## src/rtl/char_io_pkg.sv

```systemverilog
package char_io_pkg;
  // true when the phase lies past the fetch phases, i.e. interrupt sampling is allowed
  function automatic logic past_fetch(input int unsigned ph, input int unsigned fetch_n);
    return ph >= fetch_n;
  endfunction

  // next value of the input flag: device load wins over processor read
  function automatic logic next_in_flag(input logic flag, input logic load, input logic rd);
    if (load) return 1'b1;
    if (rd) return 1'b0;
    return flag;
  endfunction

  // next value of the output flag: processor write wins over device ack
  function automatic logic next_out_flag(input logic flag, input logic wr, input logic ack);
    if (wr) return 1'b0;
    if (ack && !flag) return 1'b1;
    return flag;
  endfunction
endpackage

```

## src/rtl/char_io_in_chan.sv

```systemverilog
module char_io_in_chan #(
  parameter int DW = 8
) (
  input  logic          clk,
  input  logic          rst_n,
  input  logic          dev_valid,
  input  logic [DW-1:0] dev_data,
  input  logic          rd_stb,
  output logic          dev_ready,
  output logic          flag,
  output logic [DW-1:0] data
);
  import char_io_pkg::*;

  logic load_ev;
  assign load_ev   = dev_valid && !flag;
  assign dev_ready = !flag;

  always_ff @(posedge clk or negedge rst_n) begin
    if (!rst_n) begin
      flag <= 1'b0;
      data <= '0;
    end else begin
      flag <= next_in_flag(flag, load_ev, rd_stb);
      if (load_ev) data <= dev_data;
    end
  end

  p_load_sets_flag_r2: assert property (@(posedge clk) disable iff (!rst_n)
    (dev_valid && dev_ready) |=> (flag && data == $past(dev_data)));
  p_stall_holds_r2: assert property (@(posedge clk) disable iff (!rst_n)
    flag |=> $stable(data));
  p_read_clears_r3: assert property (@(posedge clk) disable iff (!rst_n)
    (rd_stb && !(dev_valid && dev_ready)) |=> !flag);
  p_load_beats_read_r10: assert property (@(posedge clk) disable iff (!rst_n)
    (rd_stb && dev_valid && dev_ready) |=> flag);
endmodule

```

## src/rtl/char_io_out_chan.sv

```systemverilog
module char_io_out_chan #(
  parameter int DW = 8
) (
  input  logic          clk,
  input  logic          rst_n,
  input  logic          wr_stb,
  input  logic [DW-1:0] wr_data,
  input  logic          dev_ack,
  output logic          dev_valid,
  output logic          flag,
  output logic [DW-1:0] data
);
  import char_io_pkg::*;

  assign dev_valid = !flag;

  always_ff @(posedge clk or negedge rst_n) begin
    if (!rst_n) begin
      flag <= 1'b1;
      data <= '0;
    end else begin
      flag <= next_out_flag(flag, wr_stb, dev_ack);
      if (wr_stb) data <= wr_data;
    end
  end

  p_write_loads_r4: assert property (@(posedge clk) disable iff (!rst_n)
    wr_stb |=> (!flag && data == $past(wr_data)));
  p_ack_sets_r5: assert property (@(posedge clk) disable iff (!rst_n)
    (dev_ack && dev_valid && !wr_stb) |=> flag);
  p_ack_idle_r5: assert property (@(posedge clk) disable iff (!rst_n)
    (flag && !wr_stb) |=> (flag && $stable(data)));
endmodule

```

## src/rtl/char_io_irq_ctl.sv

```systemverilog
module char_io_irq_ctl #(
  parameter int PW      = 4,
  parameter int FETCH_N = 3
) (
  input  logic          clk,
  input  logic          rst_n,
  input  logic          on_stb,
  input  logic          off_stb,
  input  logic          done,
  input  logic [PW-1:0] phase,
  input  logic          in_flag,
  input  logic          out_flag,
  output logic          ien,
  output logic          pend
);
  import char_io_pkg::*;

  logic set_ev;
  assign set_ev = ien && (in_flag || out_flag) && past_fetch(int'(phase), FETCH_N);

  always_ff @(posedge clk or negedge rst_n) begin
    if (!rst_n) begin
      ien  <= 1'b0;
      pend <= 1'b0;
    end else begin
      if (done || off_stb) ien <= 1'b0;
      else if (on_stb)     ien <= 1'b1;
      if (done)            pend <= 1'b0;
      else if (set_ev)     pend <= 1'b1;
    end
  end

  p_done_clears_r9: assert property (@(posedge clk) disable iff (!rst_n)
    done |=> (!pend && !ien));
  p_request_sets_r8: assert property (@(posedge clk) disable iff (!rst_n)
    (ien && (in_flag || out_flag) && phase >= PW'(FETCH_N) && !done) |=> pend);
  p_sticky_r8: assert property (@(posedge clk) disable iff (!rst_n)
    (pend && !done) |=> pend);
  p_no_req_fetch_r8: assert property (@(posedge clk) disable iff (!rst_n)
    (!pend && phase < PW'(FETCH_N)) |=> !pend);
  p_on_r7: assert property (@(posedge clk) disable iff (!rst_n)
    (on_stb && !off_stb && !done) |=> ien);
endmodule

```

## src/rtl/char_io_irq.sv

```systemverilog
module char_io_irq #(
  parameter int DW      = 8,
  parameter int PW      = 4,
  parameter int FETCH_N = 3
) (
  input  logic          clk,
  input  logic          rst_n,
  input  logic          in_stb,
  input  logic          out_stb,
  input  logic          ski_stb,
  input  logic          sko_stb,
  input  logic          ien_on,
  input  logic          ien_off,
  input  logic [PW-1:0] phase,
  input  logic          irq_done,
  input  logic [DW-1:0] acc_lo,
  output logic [DW-1:0] in_char,
  output logic          skip_req,
  output logic          irq_pend,
  input  logic          dev_in_valid,
  input  logic [DW-1:0] dev_in_data,
  output logic          dev_in_ready,
  output logic          dev_out_valid,
  output logic [DW-1:0] dev_out_data,
  input  logic          dev_out_ack
);
  logic in_flag_w, out_flag_w, ien_w;

  char_io_in_chan #(.DW(DW)) u_in (
    .clk(clk), .rst_n(rst_n), .dev_valid(dev_in_valid), .dev_data(dev_in_data),
    .rd_stb(in_stb), .dev_ready(dev_in_ready), .flag(in_flag_w), .data(in_char)
  );

  char_io_out_chan #(.DW(DW)) u_out (
    .clk(clk), .rst_n(rst_n), .wr_stb(out_stb), .wr_data(acc_lo),
    .dev_ack(dev_out_ack), .dev_valid(dev_out_valid), .flag(out_flag_w),
    .data(dev_out_data)
  );

  char_io_irq_ctl #(.PW(PW), .FETCH_N(FETCH_N)) u_irq (
    .clk(clk), .rst_n(rst_n), .on_stb(ien_on), .off_stb(ien_off), .done(irq_done),
    .phase(phase), .in_flag(in_flag_w), .out_flag(out_flag_w),
    .ien(ien_w), .pend(irq_pend)
  );

  assign skip_req = (ski_stb && in_flag_w) || (sko_stb && out_flag_w);

  p_skip_needs_strobe_r6: assert property (@(posedge clk) disable iff (!rst_n)
    skip_req |-> (ski_stb || sko_stb));
  p_skip_in_flag_r6: assert property (@(posedge clk) disable iff (!rst_n)
    (ski_stb && !sko_stb && skip_req) |-> !dev_in_ready);
  p_reset_state_r1: assert property (@(posedge clk)
    $rose(rst_n) |-> (dev_in_ready && !dev_out_valid && !irq_pend));
endmodule

```

## config.mk

```make
export PLATFORM = sky130hd
export DESIGN_NAME = char_io_irq
export DESIGN_NICKNAME = d
export VERILOG_FILES = /design/src/rtl/char_io_pkg.sv /design/src/rtl/char_io_in_chan.sv /design/src/rtl/char_io_out_chan.sv /design/src/rtl/char_io_irq_ctl.sv /design/src/rtl/char_io_irq.sv
export SDC_FILE = /design/constraint.sdc
export NUM_CORES = 1
export LEC_CHECK = 0
export BUFFER_PORTS_ARGS = -buffer_cell sky130_fd_sc_hd__buf_4
export CAP_MARGIN = 25
export CORE_MARGIN = 4
export CORE_UTILIZATION = 45
export DETAILED_ROUTE_END_ITERATION = 8
export GPL_TIMING_DRIVEN = 0
export PLACE_DENSITY = 0.79
export SYNTH_ARGS = -nofsm -noshare
export SYNTH_HDL_FRONTEND = slang
export SYNTH_HIERARCHICAL = 1
export SYNTH_SLANG_ARGS = --single-unit
```

## constraint.sdc

```tcl
create_clock -name clk -period 3.05 [get_ports clk]
set_clock_uncertainty 0.05 [all_clocks]
set_input_delay 0.915 -clock clk [delete_from_list [all_inputs] [get_ports clk]]
set_output_delay 0.915 -clock clk [all_outputs]
set_load 0.02 [all_outputs]
```

==> metrics <==
Static Leakage 0.676 nW; Die H 51.8 um; post-CTS sizing 0; clock sink total 20; worst-margin pin slew 0.253 ns; # fillers 138; CP arrival 1.39 ns; #FFs+latches synth 20; status complete, no violations; drt via density 4.81; I/O pins 51; Remaining DRCs 0; multi-input logic area 328 um2; Initial Utilization 48.9%; Worst Slack Setup Final 0.695 ns; final wirelength 1.93 mm; post-synthesis mux area share 27.8%; first-pass GRT wire length 3.19 mm; post-synthesis xor/xnor area fraction 0%; Worst-path clk slew 0.11 ns; fin crit period 2.35 ns; total grt overflow 0; CTS tree built; Critical Path RT 2.08 ns; CTS Buf Count 3; CTS Hold Bufs 0; post-synthesis simple-gate area fraction 3.77%; RSZ-0062 raised after global routing false; Synth Warn # 6; Final TNS setup 0 ns; Final Cycle Share 77.2%; Vias 620; commonest non-fill, non-tap cell in the layout buf_4; largest family of logic cells by synthesized area multiplexers; Pwr Density 588 mW/mm2; fmax 425 MHz; Core Footprint 0.00176 mm2; die area 0.00268 mm2; H-tree depth 1; Detail Route Antenna Nets 0; Peak supply drop 0.000420 V; largest net degree at the start of global routing 21; Syn Inst Count 51; clock buffer depth 2; Post-Place Worst Slack 0.692 ns; P&R area growth vs syn 52.3%; Die X 51.8 um; Port Buffer Count 49; final instance area 0.00132 mm2; clock latency on the worst-skew pair 0.29 ns; final setup vio count 0; DRT Pass-1 Iters 2; Initial DRC Count 6; post-CTS setup buffer count 0; root buf cell clkbuf_4; layout cell share with drive strength beyond 1 73.1%; Cell Area, Synth 863 um2; GRT Util Overall 16.4%; commonest non-fill, non-tap cells in the layout 49 x buf_4, 19 x dfrtp_1, 16 x mux2_4; Synth Area in Adders 0%; crit path kind in -> out; r2r worst-path depth 3; Worst Setup Start Kind input port; number of diodes 0; Crit Path Max Fanout 1; vias in the first global route 679; crit end category output pin; Synth area leader dfrtp_1; placed cell areas 0.00126 mm2; Final Net Count 136; Mapped Nets 82; syn avg cell area 16.9 um2; placed insts 125; sequential cell area 502 um2; final weighted congestion in routability-driven placement 0.676; HP Class in -> async; WHS 0.425 ns; antenna violations before repair 0; Synth top area share 55.1%; top post-synthesis cells by area dfrtp_1 55%, mux2_4 28%, dfstp_2 3.0%, buf_6 2.6%, o32ai_2 1.9%; Final Non-Filler Cells 129; Synth Area in Compound Gates 6.38%; MaxCap Viol Count 0; final hold violations 0; Yosys cell types 14; worst rel slew slack 83.1%; Slew Viols, Final 0; Cell Rows 15; post-synthesis sequential area ratio 58.1%; Avg WL per Cell 15.0 um
-- cells in the mapped netlist --
cell	number
a211oi_2	1
a22o_1	1
buf_6	2
dfrtp_1	19
dfstp_2	1
inv_1	3
mux2_4	16
nand2b_4	1
nor2_1	2
nor2b_1	1
nor3_1	1
o21ba_2	1
o21bai_1	1
o32ai_2	1
-- layer usage --
| layer | track usage [%] | part of all wire (%) | up-vias |
|---|---|---|---|
| li1 | - | - | 286 |
| met1 | 19.2 | 39 | 306 |
| met5 | 0 | 0 | - |
| met4 | 7.86 | 1.8 | 0 |
| met2 | 28.8 | 53 | 24 |
| met3 | 2.87 | 6.0 | 4 |
-- logic make-up (layout without fill, tap and decap cells) --
group                  count (synthesis)  count (layout)
AOI/OAI and AO/OA                      5               5
buffers and inverters                  5              58
DFF                                   20              20
muxes                                 16              16
and+or+nand+nor                        5               5
-- per-stage QoR --
stage | total power, mW | utilization [%]
floorplan | 0.458 | -
CTS | 0.784 | 74.5
global route | 0.818 | 74.5
detailed placement | 0.570 | 71.6
finish | 0.774 | 74.5
global placement | 0.565 | 71.6
-- sequential cells by signal, indices dropped and copies added (netlist names) --
name,count
u_in/data,8
u_out/data,8
u_in/flag,1
u_irq/ien,1
u_irq/pend,1
u_out/flag,1
-- final timing paths --
check	end	start	slack, ns
max in group asynchronous	u_out/flag$_DFFE_PN1P_	rst_n	2.26
hold / removal	u_in/flag$_DFFE_PN0P_	rst_n	0.43
setup / recovery	skip_req	ski_stb	0.70
min in group clk	u_in/data[2]$_DFFE_PN0P_	u_in/data[2]$_DFFE_PN0P_	0.47
setup reg to reg	u_in/data[1]$_DFFE_PN0P_	u_in/flag$_DFFE_PN0P_	1.84
hold reg to reg	u_in/data[2]$_DFFE_PN0P_	u_in/data[2]$_DFFE_PN0P_	0.47
-- cell type report --
type                            count  share of cell area, %
Clock buffer                        3                   1.71
Clock inverter                      1                   2.28
Timing Repair Buffer               49                   28.0
Sequential cell                    20                   38.2
Multi-Input combinational cell     26                   24.9
Buffer                              2                   1.71
Tap cell                           25                   2.38
Inverter                            3                  0.856
-- critical path: stages --
cell and delay (ns):
buf_4 0.11, a22o_1 0.22, buf_4 0.15
-- power breakdown --
group / total, mW / internal, mW / switching (mW)
logic: 0.236 / 0.133 / 0.103
clock network: 0.210 / 0.133 / 0.0777
registers: 0.327 / 0.304 / 0.0230
(Power assumes the default switching activity.)
